### src/rtl/smb_seq_pkg.sv
package smb_seq_pkg;

  typedef enum logic [2:0] {
    ENG_START   = 3'd0,
    ENG_WRITE   = 3'd1,
    ENG_RD_ACK  = 3'd2,
    ENG_RD_NACK = 3'd3,
    ENG_STOP    = 3'd4
  } eng_cmd_e;

  typedef enum logic [1:0] {
    XF_NONE  = 2'd0,
    XF_ONE   = 2'd1,
    XF_TWO   = 2'd2,
    XF_BLOCK = 2'd3
  } xfer_e;

  typedef enum logic [3:0] {
    S_IDLE, S_START1, S_ADDR1, S_CMD, S_WCNT, S_WDATA,
    S_START2, S_ADDR2, S_RCNT, S_RDATA, S_STOP, S_FIN
  } seq_st_e;

  // Shape of one protocol: which phases it runs and how many bytes each moves.
  typedef struct packed {
    logic  valid;
    logic  addr1_rd;
    logic  send_cmd;
    xfer_e wr;
    logic  rstart;
    xfer_e rd;
  } plan_t;

  localparam logic [4:0] RES_OK       = 5'h00;
  localparam logic [4:0] RES_ADDR_NAK = 5'h10;
  localparam logic [4:0] RES_DEV_ERR  = 5'h11;
  localparam logic [4:0] RES_UNSUP    = 5'h19;

  function automatic plan_t decode_proto(input logic [7:0] code);
    plan_t p;
    p = '0;
    p.valid = 1'b1;
    case (code)
      8'h02: ;
      8'h03: p.addr1_rd = 1'b1;
      8'h04: p.send_cmd = 1'b1;
      8'h05: begin p.addr1_rd = 1'b1; p.rd = XF_ONE; end
      8'h06: begin p.send_cmd = 1'b1; p.wr = XF_ONE; end
      8'h07: begin p.send_cmd = 1'b1; p.rstart = 1'b1; p.rd = XF_ONE; end
      8'h08: begin p.send_cmd = 1'b1; p.wr = XF_TWO; end
      8'h09: begin p.send_cmd = 1'b1; p.rstart = 1'b1; p.rd = XF_TWO; end
      8'h0A: begin p.send_cmd = 1'b1; p.wr = XF_BLOCK; end
      8'h0B: begin p.send_cmd = 1'b1; p.rstart = 1'b1; p.rd = XF_BLOCK; end
      8'h0C: begin p.send_cmd = 1'b1; p.wr = XF_TWO; p.rstart = 1'b1; p.rd = XF_TWO; end
      8'h0D: begin p.send_cmd = 1'b1; p.wr = XF_BLOCK; p.rstart = 1'b1; p.rd = XF_BLOCK; end
      default: p.valid = 1'b0;
    endcase
    return p;
  endfunction

  function automatic logic count_ok(input logic [7:0] n, input int max_n);
    return (n != 8'd0) && (int'(n) <= max_n);
  endfunction

  function automatic logic [7:0] addr_byte(input logic [7:0] a, input logic rd);
    return {a[7:1], rd};
  endfunction

  function automatic logic [7:0] fixed_len(input xfer_e k);
    case (k)
      XF_ONE:  return 8'd1;
      XF_TWO:  return 8'd2;
      default: return 8'd0;
    endcase
  endfunction

endpackage

### src/rtl/smb_regfile.sv
module smb_regfile
  import smb_seq_pkg::*;
#(
  parameter int ADDR_W = 6,
  parameter int NDATA  = 32
) (
  input  logic              clk,
  input  logic              rst_n,
  input  logic              host_we,
  input  logic [ADDR_W-1:0] host_addr,
  input  logic [7:0]        host_wdata,
  output logic [7:0]        host_rdata,
  input  logic              alarm_evt,
  input  logic [7:0]        alarm_addr_in,
  input  logic [15:0]       alarm_data_in,
  output logic              start,
  output logic [7:0]        start_code,
  output logic [7:0]        addr_q,
  output logic [7:0]        cmd_q,
  output logic [7:0]        bcnt_q,
  input  logic [$clog2(NDATA)-1:0] rd_idx,
  output logic [7:0]        rd_byte,
  input  logic              seq_fin,
  input  logic [4:0]        seq_res,
  input  logic              seq_dwe,
  input  logic [$clog2(NDATA)-1:0] seq_didx,
  input  logic [7:0]        seq_dval,
  input  logic              seq_bwe,
  input  logic [7:0]        seq_bval
);
  localparam int IW = $clog2(NDATA);
  localparam logic [ADDR_W-1:0] A_PROTO = ADDR_W'(0);
  localparam logic [ADDR_W-1:0] A_STAT  = ADDR_W'(1);
  localparam logic [ADDR_W-1:0] A_ADDR  = ADDR_W'(2);
  localparam logic [ADDR_W-1:0] A_CMD   = ADDR_W'(3);
  localparam logic [ADDR_W-1:0] A_DATA0 = ADDR_W'(4);
  localparam logic [ADDR_W-1:0] A_BCNT  = ADDR_W'(4 + NDATA);
  localparam logic [ADDR_W-1:0] A_ALA   = ADDR_W'(5 + NDATA);
  localparam logic [ADDR_W-1:0] A_ALD0  = ADDR_W'(6 + NDATA);
  localparam logic [ADDR_W-1:0] A_ALD1  = ADDR_W'(7 + NDATA);

  logic [7:0] proto_q;
  logic       done_q, alarm_q;
  logic [4:0] res_q;
  logic [7:0] al_addr_q;
  logic [15:0] al_data_q;
  logic [7:0] data_q [NDATA];

  // Named host events
  logic busy, wr_proto, wr_stat;
  assign busy       = (proto_q != 8'h00);
  assign wr_proto   = host_we && (host_addr == A_PROTO);
  assign wr_stat    = host_we && (host_addr == A_STAT);
  assign start      = wr_proto && !busy && (host_wdata != 8'h00);
  assign start_code = host_wdata;

  always_ff @(posedge clk or negedge rst_n) begin
    if (!rst_n) begin
      proto_q <= '0;
      done_q <= 1'b0;
      alarm_q <= 1'b0;
      res_q <= '0;
      addr_q <= '0;
      cmd_q <= '0;
      bcnt_q <= '0;
      al_addr_q <= '0;
      al_data_q <= '0;
    end else begin
      if (seq_fin) proto_q <= 8'h00;
      else if (start) proto_q <= host_wdata;

      if (seq_fin) begin
        done_q <= 1'b1;
        res_q <= seq_res;
      end else if (wr_stat) begin
        done_q <= 1'b0;
      end

      if (alarm_evt) begin
        alarm_q <= 1'b1;
        al_addr_q <= alarm_addr_in;
        al_data_q <= alarm_data_in;
      end else if (wr_stat) begin
        alarm_q <= 1'b0;
      end

      if (host_we && host_addr == A_ADDR) addr_q <= host_wdata;
      if (host_we && host_addr == A_CMD) cmd_q <= host_wdata;
      if (seq_bwe) bcnt_q <= seq_bval;
      else if (host_we && host_addr == A_BCNT) bcnt_q <= host_wdata;
    end
  end

  for (genvar g = 0; g < NDATA; g++) begin : g_data
    logic host_hit, seq_hit;
    assign host_hit = host_we && (host_addr == ADDR_W'(4 + g));
    assign seq_hit  = seq_dwe && (seq_didx == IW'(g));
    always_ff @(posedge clk or negedge rst_n) begin
      if (!rst_n) data_q[g] <= '0;
      else if (seq_hit) data_q[g] <= seq_dval;
      else if (host_hit) data_q[g] <= host_wdata;
    end
  end

  assign rd_byte = data_q[rd_idx];

  always_comb begin
    host_rdata = 8'h00;
    if (host_addr == A_PROTO) host_rdata = proto_q;
    else if (host_addr == A_STAT) host_rdata = {done_q, alarm_q, 1'b0, res_q};
    else if (host_addr == A_ADDR) host_rdata = addr_q;
    else if (host_addr == A_CMD) host_rdata = cmd_q;
    else if (host_addr >= A_DATA0 && host_addr < A_BCNT)
      host_rdata = data_q[IW'(host_addr - A_DATA0)];
    else if (host_addr == A_BCNT) host_rdata = bcnt_q;
    else if (host_addr == A_ALA) host_rdata = al_addr_q;
    else if (host_addr == A_ALD0) host_rdata = al_data_q[7:0];
    else if (host_addr == A_ALD1) host_rdata = al_data_q[15:8];
  end

  assert_fin_clears_R3: assert property (@(posedge clk) disable iff (!rst_n)
    seq_fin |=> (proto_q == 8'h00) && done_q);

  assert_busy_lock_R2: assert property (@(posedge clk) disable iff (!rst_n)
    (busy && wr_proto && !seq_fin) |=> $stable(proto_q));

  assert_stat_clear_R12: assert property (@(posedge clk) disable iff (!rst_n)
    (wr_stat && !seq_fin && !alarm_evt) |=> (!done_q && !alarm_q));

  assert_alarm_set_R13: assert property (@(posedge clk) disable iff (!rst_n)
    alarm_evt |=> alarm_q && (al_addr_q == $past(alarm_addr_in)));

endmodule

### src/rtl/smb_seq_fsm.sv
module smb_seq_fsm
  import smb_seq_pkg::*;
#(
  parameter int NDATA = 32
) (
  input  logic       clk,
  input  logic       rst_n,
  input  logic       start,
  input  logic [7:0] start_code,
  input  logic [7:0] addr_q,
  input  logic [7:0] cmd_q,
  input  logic [7:0] bcnt_q,
  output logic [$clog2(NDATA)-1:0] rd_idx,
  input  logic [7:0] rd_byte,
  output logic       seq_fin,
  output logic [4:0] seq_res,
  output logic       seq_dwe,
  output logic [$clog2(NDATA)-1:0] seq_didx,
  output logic [7:0] seq_dval,
  output logic       seq_bwe,
  output logic [7:0] seq_bval,
  output logic       eng_req,
  output logic [2:0] eng_cmd,
  output logic [7:0] eng_wdata,
  input  logic       eng_ack,
  input  logic [7:0] eng_rdata,
  input  logic       eng_got_ack
);
  localparam int IW = $clog2(NDATA);

  seq_st_e    state;
  plan_t      plan_q, start_plan;
  logic [7:0] wlen, rlen, idx;
  logic [4:0] res_q;
  eng_cmd_e   cmd_c;

  assign start_plan = decode_proto(start_code);

  // Named internal events
  logic step_done, wr_nack, reject, w_last, r_last;
  seq_st_e after_w;
  assign step_done = eng_req && eng_ack;
  assign wr_nack   = step_done && (cmd_c == ENG_WRITE) && !eng_got_ack;
  assign reject    = !start_plan.valid ||
                     (start_plan.wr == XF_BLOCK && !count_ok(bcnt_q, NDATA));
  assign w_last    = (idx == wlen - 8'd1);
  assign r_last    = (idx == rlen - 8'd1);
  assign after_w   = plan_q.rstart ? S_START2 : S_STOP;

  always_comb begin
    eng_req = 1'b1;
    cmd_c = ENG_WRITE;
    eng_wdata = 8'h00;
    case (state)
      S_START1, S_START2: cmd_c = ENG_START;
      S_ADDR1: eng_wdata = addr_byte(addr_q, plan_q.addr1_rd);
      S_ADDR2: eng_wdata = addr_byte(addr_q, 1'b1);
      S_CMD:   eng_wdata = cmd_q;
      S_WCNT:  eng_wdata = wlen;
      S_WDATA: eng_wdata = rd_byte;
      S_RCNT:  cmd_c = ENG_RD_ACK;
      S_RDATA: cmd_c = r_last ? ENG_RD_NACK : ENG_RD_ACK;
      S_STOP:  cmd_c = ENG_STOP;
      default: begin eng_req = 1'b0; cmd_c = ENG_START; end
    endcase
  end
  assign eng_cmd = cmd_c;

  assign rd_idx   = idx[IW-1:0];
  assign seq_didx = idx[IW-1:0];
  assign seq_dval = eng_rdata;
  assign seq_dwe  = step_done && (state == S_RDATA);
  assign seq_bval = eng_rdata;
  assign seq_bwe  = step_done && (state == S_RCNT) && count_ok(eng_rdata, NDATA);
  assign seq_fin  = (state == S_FIN);
  assign seq_res  = res_q;

  always_ff @(posedge clk or negedge rst_n) begin
    if (!rst_n) begin
      state <= S_IDLE;
      plan_q <= '0;
      wlen <= '0;
      rlen <= '0;
      idx <= '0;
      res_q <= RES_OK;
    end else if (state == S_IDLE) begin
      if (start) begin
        idx <= '0;
        if (reject) begin
          res_q <= RES_UNSUP;
          state <= S_FIN;
        end else begin
          res_q <= RES_OK;
          plan_q <= start_plan;
          wlen <= (start_plan.wr == XF_BLOCK) ? bcnt_q : fixed_len(start_plan.wr);
          rlen <= fixed_len(start_plan.rd);
          state <= S_START1;
        end
      end
    end else if (state == S_FIN) begin
      state <= S_IDLE;
    end else if (step_done) begin
      if (wr_nack) begin
        res_q <= (state == S_ADDR1 || state == S_ADDR2) ? RES_ADDR_NAK : RES_DEV_ERR;
        state <= S_STOP;
      end else begin
        case (state)
          S_START1: state <= S_ADDR1;
          S_ADDR1: begin
            if (plan_q.addr1_rd) state <= (plan_q.rd != XF_NONE) ? S_RDATA : S_STOP;
            else state <= plan_q.send_cmd ? S_CMD : S_STOP;
          end
          S_CMD: begin
            if (plan_q.wr == XF_BLOCK) state <= S_WCNT;
            else if (plan_q.wr != XF_NONE) state <= S_WDATA;
            else state <= after_w;
          end
          S_WCNT: state <= S_WDATA;
          S_WDATA: begin
            if (w_last) begin
              idx <= '0;
              state <= after_w;
            end else begin
              idx <= idx + 8'd1;
            end
          end
          S_START2: state <= S_ADDR2;
          S_ADDR2: state <= (plan_q.rd == XF_BLOCK) ? S_RCNT : S_RDATA;
          S_RCNT: begin
            if (count_ok(eng_rdata, NDATA)) begin
              rlen <= eng_rdata;
              state <= S_RDATA;
            end else begin
              res_q <= RES_DEV_ERR;
              state <= S_STOP;
            end
          end
          S_RDATA: begin
            if (r_last) state <= S_STOP;
            else idx <= idx + 8'd1;
          end
          S_STOP: state <= S_FIN;
          default: state <= S_IDLE;
        endcase
      end
    end
  end

  assert_cmd_hold_R14: assert property (@(posedge clk) disable iff (!rst_n)
    (eng_req && !eng_ack) |=> eng_req && $stable(eng_cmd) && $stable(eng_wdata));

  assert_reject_quiet_R11: assert property (@(posedge clk) disable iff (!rst_n)
    (state == S_IDLE && start && reject) |=> (!eng_req && seq_fin && seq_res == RES_UNSUP));

  assert_addr_nack_stop_R10: assert property (@(posedge clk) disable iff (!rst_n)
    (wr_nack && (state == S_ADDR1 || state == S_ADDR2)) |=> (eng_req && eng_cmd == ENG_STOP));

  assert_idx_range_R7: assert property (@(posedge clk) disable iff (!rst_n)
    (state == S_WDATA || state == S_RDATA) |-> (int'(idx) < NDATA));

  assert_fin_after_stop_R3: assert property (@(posedge clk) disable iff (!rst_n)
    (step_done && cmd_c == ENG_STOP) |=> (seq_fin && !eng_req));

endmodule

### src/rtl/smb_host_seq.sv
module smb_host_seq
  import smb_seq_pkg::*;
#(
  parameter int ADDR_W = 6,
  parameter int NDATA  = 32
) (
  input  logic              clk,
  input  logic              rst_n,
  input  logic              host_we,
  input  logic [ADDR_W-1:0] host_addr,
  input  logic [7:0]        host_wdata,
  output logic [7:0]        host_rdata,
  input  logic              alarm_evt,
  input  logic [7:0]        alarm_addr_in,
  input  logic [15:0]       alarm_data_in,
  output logic              eng_req,
  output logic [2:0]        eng_cmd,
  output logic [7:0]        eng_wdata,
  input  logic              eng_ack,
  input  logic [7:0]        eng_rdata,
  input  logic              eng_got_ack
);
  localparam int IW = $clog2(NDATA);

  logic          start;
  logic [7:0]    start_code, addr_q, cmd_q, bcnt_q, rd_byte, seq_dval, seq_bval;
  logic [IW-1:0] rd_idx, seq_didx;
  logic          seq_fin, seq_dwe, seq_bwe;
  logic [4:0]    seq_res;

  smb_regfile #(.ADDR_W(ADDR_W), .NDATA(NDATA)) regs_i (
    .clk(clk), .rst_n(rst_n),
    .host_we(host_we), .host_addr(host_addr), .host_wdata(host_wdata),
    .host_rdata(host_rdata),
    .alarm_evt(alarm_evt), .alarm_addr_in(alarm_addr_in), .alarm_data_in(alarm_data_in),
    .start(start), .start_code(start_code),
    .addr_q(addr_q), .cmd_q(cmd_q), .bcnt_q(bcnt_q),
    .rd_idx(rd_idx), .rd_byte(rd_byte),
    .seq_fin(seq_fin), .seq_res(seq_res),
    .seq_dwe(seq_dwe), .seq_didx(seq_didx), .seq_dval(seq_dval),
    .seq_bwe(seq_bwe), .seq_bval(seq_bval)
  );

  smb_seq_fsm #(.NDATA(NDATA)) fsm_i (
    .clk(clk), .rst_n(rst_n),
    .start(start), .start_code(start_code),
    .addr_q(addr_q), .cmd_q(cmd_q), .bcnt_q(bcnt_q),
    .rd_idx(rd_idx), .rd_byte(rd_byte),
    .seq_fin(seq_fin), .seq_res(seq_res),
    .seq_dwe(seq_dwe), .seq_didx(seq_didx), .seq_dval(seq_dval),
    .seq_bwe(seq_bwe), .seq_bval(seq_bval),
    .eng_req(eng_req), .eng_cmd(eng_cmd), .eng_wdata(eng_wdata),
    .eng_ack(eng_ack), .eng_rdata(eng_rdata), .eng_got_ack(eng_got_ack)
  );

endmodule

### config.mk
export PLATFORM = sky130hd
export DESIGN_NAME = smb_host_seq
export DESIGN_NICKNAME = d
export VERILOG_FILES = /design/src/rtl/smb_seq_pkg.sv /design/src/rtl/smb_regfile.sv /design/src/rtl/smb_seq_fsm.sv /design/src/rtl/smb_host_seq.sv
export SDC_FILE = /design/constraint.sdc
export NUM_CORES = 1
export LEC_CHECK = 0
export BUFFER_PORTS_ARGS = -buffer_cell sky130_fd_sc_hd__clkbuf_2
export CAP_MARGIN = 10
export CORE_UTILIZATION = 55
export CTS_CLUSTER_DIAMETER = 150
export CTS_CLUSTER_SIZE = 30
export DETAILED_ROUTE_END_ITERATION = 16
export GPL_TIMING_DRIVEN = 0
export HOLD_SLACK_MARGIN = 0.06
export PLACE_DENSITY_LB_ADDON = 0.05
export SLEW_MARGIN = 20
export SYNTH_ARGS = -nofsm -noshare
export SYNTH_HDL_FRONTEND = slang
export SYNTH_SLANG_ARGS = --single-unit
### constraint.sdc
create_clock -name clk -period 10.3 [get_ports clk]
set_input_delay 3.09 -clock clk [delete_from_list [all_inputs] [get_ports clk]]
set_output_delay 3.09 -clock clk [all_outputs]
set_load 0.02 [all_outputs]
==> run_results.csv <==
group,metric,value,unit
outcome,status,"completed",
grt,overflow,0,
layout,multi_input_area,12300,um^2
timing,drv_slew,0,
synthesis,synth_warnings,0,
drt,drt-total-wl,85400,um
synthesis,yosysTopAreaCellShare,40.3,%
cts,numCtsBuffers,15,
timing,worst-slew-pin-transition,1.21,ns
die,die_w,202,um
worst_setup_path,worst_setup_path_start_kind,"input port",
layout,regArea,8880,um^2
synthesis,syn_area,22000,um^2
layout,finalNonFillerCells,2674,
synthesis,synth_edf_count,0,
die,rows,72,
cts,hold_buffers,0,
job,maxCapViolCount,0,
drt,drtIter0Drc,2606,
timing,hold_ws,0.493,ns
synthesis,synth_common_cells,"dfrtp_1 (355), mux2i_1 (263), nand2_1 (220)",
timing,period_minus_slack,10.24,ns
grt,grt_pass1_wl,125000,um
placed_design,place.port_buffers,55,
layout,area_growth_syn_to_layout,6.71,%
grt,grt_max_degree,86,
drt,vias,18600,
drt,dr.pass1.iters,6,
drt,wl_per_cell,32.0,um
timing,fmax,0.0977,GHz
grt,first_global_vias,18100,
cts,clkTransAtPathRegs,0.13,ns
worst_setup_path,critPathMaxFanout,10,
die,core_area,39100,um^2
drt,drc,0,
placed_design,hpwlAfterDp,62400,um
grt,grt_usage,42.5,%
cts,cts_setup_buffers,0,
synthesis,ys.flop_type,"dfrtp_1",
synthesis,yosys-top-cells-area,"dfrtp_1 (40%), mux4_2 (17%), mux2i_1 (12%), a21oi_1 (4.1%), o21ai_0 (4.1%)",
timing,relSlewSlack,19.6,%
cts,htreeDepth,1,
synthesis,post-synth-top-count-cell,"dfrtp_1",
synthesis,syn_area_per_cell,10.6,um^2
timing,clock_skew,0.0208,ns
worst_setup_path,cp_data_arrival_time,7.15,ns
power_and_ir_drop,powerDensity,215,nW/um^2
synthesis,synthesis.nets,2143,
timing,rsz0062_at_grt,"false",
layout,nFillCells,3419,
layout,drive_gt1_share,16.3,%
timing,finalHoldViolCount,0,
placed_design,dp_cells,2655,
die,dieArea,40900,um^2
synthesis,synth_top_area_cell,"dfrtp_1",
power_and_ir_drop,ir_drop,0.139,mV
cts,clockBufferDepth,3,
cts,cts_root_buf,"clkbuf_16",
cts,cts_tree,"built",
die,die_y,202,um
synthesis,yosysSeqAreaShare,40.3,%
die,start_util,56.4,%
worst_hold_path,hp-class,"reg -> reg",
cts,numClockSinks,355,
timing,fin_crit_sh,99.4,%
power_and_ir_drop,leakagePower,11.1,nW
timing,setup_viol,0,
cts,insertion_delay,0.56,ns
timing,finalWorstSetupSlack,0.0610,ns
drt,postRouteAntennaNets,0,
synthesis,ys_ff_latch,355,
worst_setup_path,cp-end-kind,"output port",
worst_setup_path,crit_type,"in -> out",
drt,vias_per_cell,6.97,
worst_setup_path,crit_required,7.21,ns
synthesis,syn_inst,2076,
grt,antenna_found_initial,1,
placed_design,globalplace.congestion,1.05,
layout,nNetsFinal,2221,
synthesis,yosysUniqueCellTypes,68,
die,io_pins,72,
placed_design,place_ws,-0.342,ns
synthesis,synthArstFlopShare,100,%
## stage by stage
| step | cell area (um^2) | TNS, ns | total power [mW] | utilization (%) |
|---|---|---|---|---|
| floorplan | 22000 | 0 | 3.42 | - |
| global placement | 23000 | -709.82 | 4.17 | 58.8 |
| detailed placement | 23100 | -1.14 | 4.23 | 59.1 |
| CTS | 23500 | 0 | 4.96 | 60.1 |
| global route | 23500 | 0 | 5.22 | 60.2 |
| finish | 23500 | 0 | 5.05 | 60.2 |
## power by group
| group | switching (mW) | leakage, nW | internal, mW |
|---|---|---|---|
| clock | 0.477 | 0.185 | 0.268 |
| combinational | 1.23 | 6.30 | 0.976 |
| sequential | 0.342 | 4.58 | 1.77 |
| total | 2.04 | 11.1 | 3.01 |
## state kept, by name, summed over array words and instances, names as in the netlist
register and flops:
regs_i.done_q 1, fsm_i.state 4, regs_i.proto_q 8, regs_i.res_q 3, fsm_i.wlen 8, regs_i.bcnt_q 8
fsm_i.seq_res 3, fsm_i.rlen 8, fsm_i.plan_q 7, regs_i.alarm_q 1, regs_i.al_addr_q 8, fsm_i.idx 8
regs_i.data_q 256, regs_i.al_data_q 16, regs_i.cmd_q 8, regs_i.addr_q 8
## kinds of logic (layout without fill, tap and decap cells)
kind of cell	count (synthesis)	in the layout	synth area share, %
AO/OA/AOI/OAI	433	433	11.0
XOR/XNOR	24	24	0.953
adder cells (fa/ha/maj)	16	16	0.897
buffers and inverters	223	300	4.05
flip-flops	355	355	40.3
multiplexers	486	486	32.0
other	0	3	0
AND/OR/NAND/NOR	539	539	10.9
## worst max-delay path, stage by stage
cell	delay [ns]
clkbuf_2	0.15
buf_2	0.35
clkdlybuf4s15_2	0.61
inv_1	0.18
ha_1	0.31
buf_1	0.44
clkbuf_2	0.48
mux4_2	0.43
mux2i_1	0.51
nand3_1	0.14
a22o_1	0.28
clkbuf_2	0.16
## cell usage in the layout (no fill, tap or decap), types with 17 or more instances in the layout
cell / n
dfrtp_1: 355
mux2i_1: 263
nand2_1: 220
nor2_1: 185
a21oi_1: 180
o21ai_0: 179
mux4_2: 169
clkbuf_1: 143
clkbuf_2: 59
mux2_2: 54
inv_1: 28
buf_2: 27
and3_1: 26
nor3_1: 17
buf_1: 17
## final timing paths
check / from / end / slack [ns] / cells after the start
max: host_addr[2] / host_rdata[5] / 0.06 / 12
min: regs_i.done_q$_DFFE_PN0P_ / regs_i.done_q$_DFFE_PN0P_ / 0.49 / 1
max reg2reg: fsm_i.idx[1]$_DFFE_PN0P_ / regs_i.data_q[126]$_DFFE_PN0P_ / 6.07 / 9
min reg2reg: regs_i.done_q$_DFFE_PN0P_ / regs_i.done_q$_DFFE_PN0P_ / 0.49 / 1
max in group asynchronous: rst_n / regs_i.data_q[165]$_DFFE_PN0P_ / 6.49 / 3
min in group asynchronous: rst_n / fsm_i.state[2]$_DFFE_PN0P_ / 2.48 / 1
## cell type report
| type | instances | area share [%] |
|---|---|---|
| sequential | 355 | 37.8 |
| multi-input combinational | 1498 | 52.2 |
| tap | 518 | 2.75 |
| clock buffer | 15 | 1.60 |
| antenna | 3 | 0.0319 |
| buffer | 195 | 3.41 |
| inverter | 28 | 0.447 |
| timing repair buffer | 61 | 1.74 |
| clock inverter | 1 | 0.0319 |
## per-layer routing
layer / vias to the layer above / wire, um / global-route usage (%)
met5: - / 33 / 0
met4: 4 / 4890 / 20.1
met3: 215 / 11000 / 13.8
met2: 1229 / 36600 / 61.5
met1: 9469 / 33000 / 58.1
li1: 7724 / - / -
## repair_timing
action,CTS,global route
setup endpoints to repair,6,0
endpoints found under the hold margin,0,0
resized for setup,3,0
No activity file was read; power rests on OpenSTA's default activity.
